### src/rtl/rxq_pkg.sv
`timescale 1ns/1ps
package rxq_pkg;

  typedef struct packed {
    logic       brk;
    logic       ferr;
    logic [7:0] data;
  } rxq_entry_t;

  localparam int unsigned ENTRY_W = $bits(rxq_entry_t);

  // threshold in characters for a trigger code
  function automatic int unsigned trig_chars(input logic [2:0] code);
    case (code)
      3'd0:    return 1;
      3'd1:    return 4;
      3'd2:    return 8;
      3'd3:    return 16;
      3'd4:    return 32;
      default: return 48;
    endcase
  endfunction

  // idle window in character times for a timeout code (0 = off)
  function automatic int unsigned tmo_chars(input logic [1:0] code);
    case (code)
      2'd1:    return 4;
      2'd2:    return 8;
      2'd3:    return 16;
      default: return 0;
    endcase
  endfunction

endpackage

### src/rtl/rxq_store.sv
`timescale 1ns/1ps
module rxq_store
  import rxq_pkg::*;
#(
  parameter int unsigned DEPTH = 64,
  localparam int unsigned AW = $clog2(DEPTH),
  localparam int unsigned CW = $clog2(DEPTH + 1)
) (
  input  logic          clk_i,
  input  logic          rst_ni,
  input  logic          push_i,
  input  rxq_entry_t    entry_i,
  input  logic          pop_i,
  output rxq_entry_t    head_o,
  output logic          empty_o,
  output logic [CW-1:0] count_o,
  output logic          push_acc_o,
  output logic          pop_acc_o,
  output logic          ovr_o
);

  rxq_entry_t    mem [DEPTH];
  logic [AW-1:0] wr_ptr, rd_ptr;
  logic [CW-1:0] count;
  logic          full;

  assign empty_o    = (count == '0);
  assign full       = (count == CW'(DEPTH));
  assign pop_acc_o  = pop_i && !empty_o;
  assign push_acc_o = push_i && (!full || pop_i);

  always_ff @(posedge clk_i) begin
    if (push_acc_o) mem[wr_ptr] <= entry_i;
  end

  always_ff @(posedge clk_i or negedge rst_ni) begin
    if (!rst_ni) begin
      wr_ptr <= '0;
      rd_ptr <= '0;
      count  <= '0;
      ovr_o  <= 1'b0;
    end else begin
      if (push_acc_o) wr_ptr <= (wr_ptr == AW'(DEPTH - 1)) ? '0 : wr_ptr + 1'b1;
      if (pop_acc_o)  rd_ptr <= (rd_ptr == AW'(DEPTH - 1)) ? '0 : rd_ptr + 1'b1;
      case ({push_acc_o, pop_acc_o})
        2'b10:   count <= count + 1'b1;
        2'b01:   count <= count - 1'b1;
        default: count <= count;
      endcase
      ovr_o <= push_i && full && !pop_i;
    end
  end

  assign head_o  = mem[rd_ptr];
  assign count_o = count;

  assert_no_overflow_R1: assert property (@(posedge clk_i) disable iff (!rst_ni)
    count <= CW'(DEPTH));

  assert_count_step_R3: assert property (@(posedge clk_i) disable iff (!rst_ni)
    (count == $past(count)) || (count == $past(count) + 1'b1) || (count + 1'b1 == $past(count)));

  assert_empty_pop_hold_R4: assert property (@(posedge clk_i) disable iff (!rst_ni)
    (pop_i && empty_o && !push_i) |=> ($stable(rd_ptr) && $stable(wr_ptr) && count == '0));

  assert_ovr_cause_R5: assert property (@(posedge clk_i) disable iff (!rst_ni)
    ovr_o |-> ($past(push_i) && !$past(pop_i) && $past(count) == CW'(DEPTH)));

endmodule

### src/rtl/rxq_trigger.sv
`timescale 1ns/1ps
module rxq_trigger
  import rxq_pkg::*;
#(
  parameter int unsigned CW = 7
) (
  input  logic [CW-1:0] count_i,
  input  logic [2:0]    code_i,
  output logic          req_o
);

  logic [CW-1:0] thr;

  assign thr   = CW'(trig_chars(code_i));
  assign req_o = (count_i >= thr);

endmodule

### src/rtl/rxq_idle_timer.sv
`timescale 1ns/1ps
module rxq_idle_timer
  import rxq_pkg::*;
#(
  parameter int unsigned CHAR_TICKS = 10,
  parameter int unsigned MAX_CHARS  = 16,
  localparam int unsigned LIMIT = MAX_CHARS * CHAR_TICKS,
  localparam int unsigned TW    = $clog2(LIMIT + 1)
) (
  input  logic       clk_i,
  input  logic       rst_ni,
  input  logic       tick_i,
  input  logic       restart_i,
  input  logic       empty_i,
  input  logic [1:0] code_i,
  output logic       req_o
);

  logic [TW-1:0] cnt, win;

  assign win = TW'(tmo_chars(code_i) * CHAR_TICKS);

  always_ff @(posedge clk_i or negedge rst_ni) begin
    if (!rst_ni)                               cnt <= '0;
    else if (restart_i || empty_i)             cnt <= '0;
    else if (tick_i && cnt != TW'(LIMIT))      cnt <= cnt + 1'b1;
  end

  assign req_o = (code_i != 2'd0) && !empty_i && (cnt >= win);

  assert_idle_zero_R8: assert property (@(posedge clk_i) disable iff (!rst_ni)
    ($past(restart_i) || $past(empty_i)) |-> (cnt == '0));

endmodule

### src/rtl/rx_tag_fifo.sv
`timescale 1ns/1ps
module rx_tag_fifo
  import rxq_pkg::*;
#(
  parameter int unsigned DEPTH      = 64,
  parameter int unsigned CHAR_TICKS = 10,
  localparam int unsigned CW = $clog2(DEPTH + 1)
) (
  input  logic        clk_i,
  input  logic        rst_ni,
  input  logic        rx_push_i,
  input  logic [7:0]  rx_data_i,
  input  logic        rx_ferr_i,
  input  logic        rx_brk_i,
  input  logic        bit_tick_i,
  input  logic        rd_pop_i,
  input  logic [2:0]  trig_code_i,
  input  logic [1:0]  tmo_code_i,
  input  logic [7:0]  tx_level_i,
  output logic [31:0] rd_word_o,
  output logic [31:0] level_o,
  output logic        trig_req_o,
  output logic        tmo_req_o,
  output logic        ovr_o
);

  rxq_entry_t    in_ent, head;
  logic          empty, push_acc, pop_acc;
  logic [CW-1:0] count;

  assign in_ent = '{brk: rx_brk_i, ferr: rx_ferr_i, data: rx_data_i};

  rxq_store #(.DEPTH(DEPTH)) u_store (
    .clk_i, .rst_ni,
    .push_i     (rx_push_i),
    .entry_i    (in_ent),
    .pop_i      (rd_pop_i),
    .head_o     (head),
    .empty_o    (empty),
    .count_o    (count),
    .push_acc_o (push_acc),
    .pop_acc_o  (pop_acc),
    .ovr_o      (ovr_o)
  );

  rxq_trigger #(.CW(CW)) u_trig (
    .count_i (count),
    .code_i  (trig_code_i),
    .req_o   (trig_req_o)
  );

  rxq_idle_timer #(.CHAR_TICKS(CHAR_TICKS), .MAX_CHARS(16)) u_tmo (
    .clk_i, .rst_ni,
    .tick_i    (bit_tick_i),
    .restart_i (push_acc || pop_acc),
    .empty_i   (empty),
    .code_i    (tmo_code_i),
    .req_o     (tmo_req_o)
  );

  assign rd_word_o = empty ? 32'h0000_0100
                           : {21'd0, head.brk, head.ferr, 1'b0, head.data};
  assign level_o   = {16'd0, tx_level_i, 8'(count)};

  assert_trig_nonempty_R6: assert property (@(posedge clk_i) disable iff (!rst_ni)
    trig_req_o |-> (level_o[7:0] != 8'd0));

  assert_tmo_nonempty_R7: assert property (@(posedge clk_i) disable iff (!rst_ni)
    tmo_req_o |-> !rd_word_o[8]);

endmodule

### config.mk
export PLATFORM = sky130hd
export DESIGN_NAME = rx_tag_fifo
export DESIGN_NICKNAME = d
export VERILOG_FILES = /design/src/rtl/rxq_pkg.sv /design/src/rtl/rxq_store.sv /design/src/rtl/rxq_trigger.sv /design/src/rtl/rxq_idle_timer.sv /design/src/rtl/rx_tag_fifo.sv
export SDC_FILE = /design/constraint.sdc
export NUM_CORES = 1
export LEC_CHECK = 0
export BUFFER_PORTS_ARGS = -buffer_cell sky130_fd_sc_hd__buf_2
export CAP_MARGIN = 40
export CORE_MARGIN = 5
export CORE_UTILIZATION = 55
export DETAILED_ROUTE_END_ITERATION = 10
export PLACE_DENSITY = 0.76
export SYNTH_ARGS = -nofsm -noshare
export SYNTH_HDL_FRONTEND = slang
export SYNTH_SLANG_ARGS = --single-unit
### constraint.sdc
create_clock -name clk_i -period 3.87 [get_ports clk_i]
set_clock_uncertainty 0.2 [all_clocks]
set_input_delay 0.1935 -clock clk_i [delete_from_list [all_inputs] [get_ports clk_i]]
set_output_delay 0.1935 -clock clk_i [all_outputs]
set_load 0.005 [all_outputs]
==> summary.md, run 1 <==
| Metric | Value |
|---|---|
| Outcome | completed |
| First-pass iteration count of the detailed router | 5 |
| Max VDD drop | 0.000395 V |
| Area contributors post-synth | edfxtp_1 (71%), mux4_2 (13%), mux2i_1 (2.8%), dfrtp_1 (2.6%), buf_4 (1.6%) |
| Core Region | 48700 sq um |
| Relative slew slack | 42.2% |
| Seq/Total Area, Yosys | 73.6% |
| DR DRC count | 0 |
| Unrepaired setup endpoints after global routing | false |
| Max-slew violations | 0 |
| Worst-Skew Late Latency | 610 ps |
| Mapped Cells | 1377 |
| Cell Rows | 81 |
| Area leader, netlist | edfxtp_1 |
| TritonCTS Buffers | 68 |
| CTS tree | done |
| Required @ worst endpoint | 3480 ps |
| Total of max-cap violations | 0 |
| H-tree levels | 3 |
| Final setup fails | 0 |
| Count leader, synth | edfxtp_1 |
| Synth Area in Compound Gates | 2.97% |
| Iteration-0 DRC Markers | 1762 |
| Top post-synthesis cells by count | edfxtp_1 (640), mux4_2 (153), nor2_1 (88), mux2i_1 (75), buf_4 (59) |
| Root Buffer | clkbuf_16 |
| Data arrival, critical path | 3340 ps |
| Nets | 1573 |
| Largest family of logic cells by synthesized area | multiplexers |
| Leakage | 10.2 nW |
| GRT Total Usage | 21.7% |
| HP Class | in2reg |
| Setup_tns | 0 ps |
| Sink Count | 668 |
| CP Buf/Inv Count | 3 |
| Ant diodes | 0 |
| Initial core utilization | 55.5% |
| Synth Area in Simple Gates | 3.43% |
| Via count | 13.6k |
| Fillcell total | 3213 |
| EDFF count, synth | 640 |
| Sequential standard cell area | 19900 sq um |
| DR WL/cell | 26.0 microns |
| FMAX | 268 MHz |
| Power per cell area | 640 nW/um^2 |
| CP Launch Type | register |
| Post-route ant nets | 0 |
| PortBufs | 40 |
| Worst path slowest cell | dfrtp_4 |
| Vias per inst | 6.06 |
| CP Cell Sequence | buf_12 > buf_4 > mux4_2 > mux2i_1 > o21ai_0 > o31ai_1 > o21ai_1 > buf_2 |
| Synth Register Bits | 668 |
| Setup crit end kind | output port |
| Post-Synth Adder-Cell Area | 0.833% |
| Yosys top cell area share | 71.0% |
| YS warnings | 0 |
| Ys async rst share | 4.19% |
| Placed wire-length estimate | 35.9 mm |
| Crit path largest cell delay | 710 ps |
| Syn-to-layout area delta | 13.5% |
| Vias in the first global route | 13.7k |
| Layout cell share with drive strength beyond 1 | 26.5% |
| Final wirelength | 58.2 mm |
| Fin crit period | 3730 ps |
| Mux cell area share after synthesis | 15.6% |
| Kind of critical path | reg2out |
| Area of the multi-input gates | 6490 sq um |
| Xor and xnor fraction of the mapped netlist area | 0.648% |
| Ys flop type | edfxtp_1 |
| Die Y | 232 microns |
| Clock buffer depth | 3 |
| Mean Syn Cell Area | 19.6 sq um |
| Critical Path Fanout Max | 41 |
| CP top delay family | buffers and inverters |
| Final GP Congestion | 0.814 |
| Tcrit/Tclk final | 96.5% |
| Post-synth cell types | 60 |
| Final hold violations | 0 |
| Worst Hold Slack | 20.3 ps |
| First-pass GRT wire length | 86.5 mm |
| Grt ovf | 0 |
| Largest net degree at the start of global routing | 65 |
| Reg clk slew, reported paths | 60 ps |
| Die ar. | 53700 sq um |
| Cell Area, Synth | 27000 sq um |
| Slew @ Worst Pin | 865 ps |
| I/O pin total | 95 |
| Chip width | 232 microns |
| Initial antenna violation count | 0 |
[routing by layer]
metal | GRT usage [%] | wire (microns) | part of all wire [%] | vias up
li1 | - | - | - | 5805
met2 | 34.3 | 28100 | 48 | 671
met4 | 6.68 | 1640 | 2.8 | 0
met5 | 0 | 0 | 0 | -
met1 | 30.5 | 22800 | 39 | 6993
met3 | 5.39 | 5670 | 9.7 | 105
[cell usage in the layout, fill, tap and decap left out, types with 4 or more instances in the layout]
cell type      instances
nand3b_2               4
o221ai_1              11
and3_1                 7
nor2b_1                6
dfrtp_1               24
xor2_1                 9
a211oi_1               7
edfxtp_1             640
nor2_1                88
o31ai_1               10
o21a_1                 5
o211ai_1               9
clkbuf_16             68
dlygate4sd3_1         13
nand4_1                5
clkinv_2               8
conb_1                38
nand3_1               10
and2_1                 4
clkbuf_1              21
xnor2_1               11
nand2_2                4
ha_1                  18
clkinv_1              12
inv_1                  8
buf_2                 40
o21ai_1               10
nand3b_1               5
mux4_2               153
nand2_1               41
a21oi_1               18
a21o_1                 8
o21ai_0               13
buf_12                11
buf_4                 96
mux2i_1               75
o22ai_1                9
bufinv_16              4
[worst paths after layout]
| kind | start | depth (start not counted) | to | slack (ps) |
|---|---|---|---|---|
| worst max-delay path | u_store.rd_ptr[1]$_DFFE_PN0P_ | 8 | rd_word_o[5] | 140 |
| worst min-delay path | rx_data_i[7] | 1 | u_store.mem[19][7]$_DFFE_PP_ | 20 |
| worst max register to register | u_store.count_o[0]$_DFFE_PN0P_ | 12 | u_store.count_o[4]$_DFFE_PN0P_ | 440 |
| worst min register to register | u_store.count_o[5]$_DFFE_PN0P_ | 1 | u_store.count_o[5]$_DFFE_PN0P_ | 340 |
| max in group asynchronous | rst_ni | 4 | u_store.rd_ptr[1]$_DFFE_PN0P_ | 2880 |
| min in group asynchronous | rst_ni | 4 | u_tmo.cnt[7]$_DFFE_PN0P_ | 410 |
[final cells by class]
type / count / share of cell area [%]
flip-flops and latches: 668 / 64.9
clock inverters: 31 / 1.00
inverters: 11 / 0.135
repair buffers: 162 / 4.28
well taps: 664 / 2.71
clock buffers: 89 / 5.80
multi-input cells: 616 / 21.2
[registers in the layout, indices dropped and copies added, names as in the netlist]
signal / count
u_tmo.cnt: 8
u_store.rd_ptr: 6
u_store.count_o: 7
u_store.ovr_o: 1
u_store.mem: 640
u_store.wr_ptr: 6
[per-stage QoR]
step	std cells	utilization (%)	instance area [sq um]	total power, mW	setup WS, ps
2_1_floorplan	1414	-	27200	11.7	306
3_3_place_gp	2095	58.0	28300	13.3	567
3_5_place_dp	2105	58.3	28400	13.5	537
4_1_cts	2240	62.9	30700	19.7	62.5
5_1_grt	2241	63.0	30700	20.4	7.32
6_report	2241	63.0	30700	19.6	137
[power by group]
group          internal (mW)  switching [mW]
clock network           3.55            2.66
registers               8.22           0.334
logic                   2.13            2.74
[logic make-up after synthesis]
kind of cell / Yosys count
compound gates: 117
simple gates: 193
other cells: 1
buf+inv: 130
xor+xnor: 20
fa+ha+maj: 18
mux: 230
flops: 668
[repair_timing]
| action | CTS | global route |
|---|---|---|
| resized for setup | 0 | 1 |
| endpoints found under the hold margin | 228 | 0 |
| cloned | 0 | 0 |
| hold buffers | 14 | 0 |
| endpoints found under the setup margin | 1 | 2 |
| setup buffers | 1 | 1 |
(Power assumes the default switching activity.)
==> run 2: changes to the inputs <==
CELL_PAD_IN_SITES_DETAIL_PLACEMENT = 0   (was default)
CELL_PAD_IN_SITES_GLOBAL_PLACEMENT = 1   (was default)
CORE_UTILIZATION = 54   (was 55)
PLACE_DENSITY = 0.83   (was 0.76)
RECOVER_POWER = 25   (was default)
SYNTH_HIERARCHICAL = 1   (was default)
==> run 2 against run 1 <==
Effect of this change:
- critical path depth decreased by 3
- the flow now finishes with violations (max-capacitance violations, max-slew violations)
- utilization shrank 0.97 points
- worst hold slack gained 170 ps
- register-to-register slack lost 80 ps
- first-iteration DRC count decreased by 0.11%
- critical endpoint is now rd_word_o[6]
- sequential power barely moved
- cell area rose by 0.92%
- die area up 2.2%
- largest cell class unchanged
==> summary.md, run 2 <==
| Metric | Value |
|---|---|
| Largest net degree at the start of global routing | 65 |
| Via count | 14.1k |
| Vias per inst | 6.15 |
| Setup WS post-layout | 159 ps |
| First-pass GRT wire length | 89.2 mm |
| Outcome | complete, but fails checks |
| Ys flop type | edfxtp_1 |
| Clock buffer depth | 3 |
| Most common cell after layout, fill and taps aside | edfxtp_1 |
| Syn-to-layout area delta | 14.0% |
| Power per cell area | 655 nW/um^2 |
| CP Cell Sequence | nand2_1 > nor4_1 > a211o_1 > nor2b_1 > buf_2 |
| Worst reg2reg setup slack | 360 ps |
| Met3 WL post-DR | 5.28 mm |
| Top post-synthesis cells by count | edfxtp_1 (640), mux4_2 (109), nor2_1 (81), mux2i_1 (73), buf_4 (59) |
| Chip width | 234 microns |
| Post-route ant nets | 0 |
| Initial antenna violation count | 1 |
| Area contributors post-synth | edfxtp_1 (71%), mux4_2 (9.0%), mux4_1 (3.0%), mux2i_1 (2.7%), dfrtp_1 (2.6%) |
| Initial core utilization | 54.4% |
| Synth Register Bits | 668 |
| Fin crit period | 3710 ps |
| Post-synth cell types | 63 |
| Reg clk slew, reported paths | 60 ps |
| Critical Path Fanout Max | 19 |
| Final setup fails | 0 |
| CP Buf/Inv Count | 1 |
| CP top delay family | simple AND/OR/NAND/NOR gates |
| Relative slew slack | -106% |
| Mapped Cells | 1397 |
| Metal-1 WL | 23.8 mm |
| Violated checks | max-capacitance violations, max-slew violations |
| Final hold violations | 0 |
| Crit path largest cell delay | 930 ps |
| Placed wire-length estimate | 37.9 mm |
| Tcrit/Tclk final | 95.9% |
| Commonest non-fill, non-tap cells in the layout | edfxtp_1 (640), mux4_2 (109), buf_4 (91) |
| Die ar. | 54900 sq um |
| H-tree levels | 3 |
| Unrepaired setup endpoints after global routing | false |
| TritonCTS Buffers | 68 |
| EDFF count, synth | 640 |
| Final wirelength | 60.4 mm |
| Kind of critical path | reg2out |
| Sink Count | 668 |
| Ant diodes | 0 |
| CP Launch Type | register |
| Worst-Skew Late Latency | 600 ps |
| Cell Rows | 82 |
| Final GP Congestion | 0.841 |
| Area leader, netlist | edfxtp_1 |
| Mean Syn Cell Area | 19.5 sq um |
| Max-slew violations | 278 |
| Setup_tns | 0 ps |
| CTS tree | done |
| Root Buffer | clkbuf_16 |
| Required @ worst endpoint | 3480 ps |
| Core Region | 50000 sq um |
| Largest register FFs | 640 |
| Data arrival, critical path | 3320 ps |
| Vias in the first global route | 13.9k |
| Nets | 1614 |
| Worst path slowest cell | dfrtp_1 |
| DR WL/cell | 26.4 microns |
| Cell Area, Synth | 27200 sq um |
| Yosys top cell area share | 70.7% |
| Ys async rst share | 4.19% |
| Slew @ Worst Pin | 3090 ps |
| Total of max-cap violations | 6 |
| Max VDD drop | 0.000354 V |
| Top reg by flops | u_store/mem |
| Grt ovf | 0 |
| Iteration-0 DRC Markers | 1760 |
| Die Y | 234 microns |
| Count leader, synth | edfxtp_1 |
| Setup crit end kind | output port |
| GRT Total Usage | 22.1% |
| Leakage | 10.4 nW |
| YS warnings | 6 |
| Placement Setup Slack | 392 ps |
| Max Used Layer | met4 |
| HP Class | in2out |
| FMAX | 269 MHz |
| Routed wl met2 | 29.3 mm |
| I/O pin total | 95 |
| DR DRC count | 0 |
| First-pass iteration count of the detailed router | 5 |
| Layout cell share with drive strength beyond 1 | 23.8% |
| PortBufs | 40 |
| Seq/Total Area, Yosys | 73.3% |
run 2: cell count changes in the layout (fill, tap and decap cells not counted), moves of 8 or more:
cell | before | now
o21ai_0 | 13 | 21
nor2_1 | 88 | 80
mux4_2 | 153 | 109
o22ai_1 | 9 | 30
o211ai_1 | 9 | 1
nor4_1 | 1 | 9
inv_1 | 8 | 18
mux2_2 | 2 | 11
o21ai_1 | 10 | 1
mux4_1 | 0 | 31
a22oi_1 | 3 | 15
run 2: path summary, 6_finish.rpt:
path | from | to | cells past startpoint
min in group asynchronous | rst_ni | u_tmo/cnt[0]$_DFFE_PN0P_ | 4
hold / removal | tx_level_i[4] | level_o[12] | 0
max in group asynchronous | rst_ni | u_store/rd_ptr[1]$_DFFE_PN0P_ | 4
setup reg to reg | u_store/count_o[4]$_DFFE_PN0P_ | u_store/count_o[5]$_DFFE_PN0P_ | 11
hold reg to reg | u_store/count_o[4]$_DFFE_PN0P_ | u_store/count_o[4]$_DFFE_PN0P_ | 2
setup / recovery | u_store/rd_ptr[4]$_DFFE_PN0P_ | rd_word_o[6] | 5
run 2: logic make-up after synthesis:
logic type	count (synthesis)	share of synthesized area (%)
AO/OA/AOI/OAI	134	3.32
XOR/XNOR	11	0.355
adder cells (fa/ha/maj)	21	0.995
buffers and inverters	129	2.99
flip-flops	668	73.3
multiplexers	224	15.2
other	1	0.0138
AND/OR/NAND/NOR	209	3.84
run 2: cell type report:
cell class                      count  area [sq um]
Fill cell                        3412         19000
Sequential cell                   668         19900
Tap cell                          672           841
Timing Repair Buffer              172          1430
Clock inverter                     38           278
Inverter                           18          67.6
Clock buffer                       84          1820
Multi-Input combinational cell    637          6600
run 2: metrics by stage:
step | utilization, % | power (mW) | instances | area [sq um] | hold WS, ps
floorplan | - | 12.1 | 1434 | 27300 | -302
global placement | 56.4 | 13.9 | 2095 | 28200 | 58.5
detailed placement | 57.3 | 14.0 | 2144 | 28600 | 66.1
CTS | 61.9 | 20.3 | 2282 | 30900 | 37.6
global route | 62.0 | 21.1 | 2289 | 31000 | 187
finish | 62.0 | 20.3 | 2289 | 31000 | 187
run 2: report_power, final:
part / internal [mW] / total (mW) / leakage (nW) / switching [mW]
combinational: 2.49 / 5.50 / 3.28 / 3.00
clock: 3.56 / 6.19 / 1.04 / 2.64
sequential: 8.23 / 8.59 / 6.11 / 0.363
total: 14.3 / 20.3 / 10.4 / 6.00
run 2: metal layers:
layer  vias to the layer above  global-route usage [%]
met5                         -                       0
met4                         0                    7.88
met3                       120                    3.84
met2                       757                    35.3
met1                      7215                    31.4
li1                       5982                       -
run 2: what timing repair did:
action | in CTS | in global routing
cloned | 0 | 0
pin swaps | 0 | 0
gates resized for setup | 2 | 3
endpoints found under the hold margin | 186 | 0
hold buffers | 14 | 0
endpoints found under the setup margin | 10 | 7
setup buffers | 2 | 7
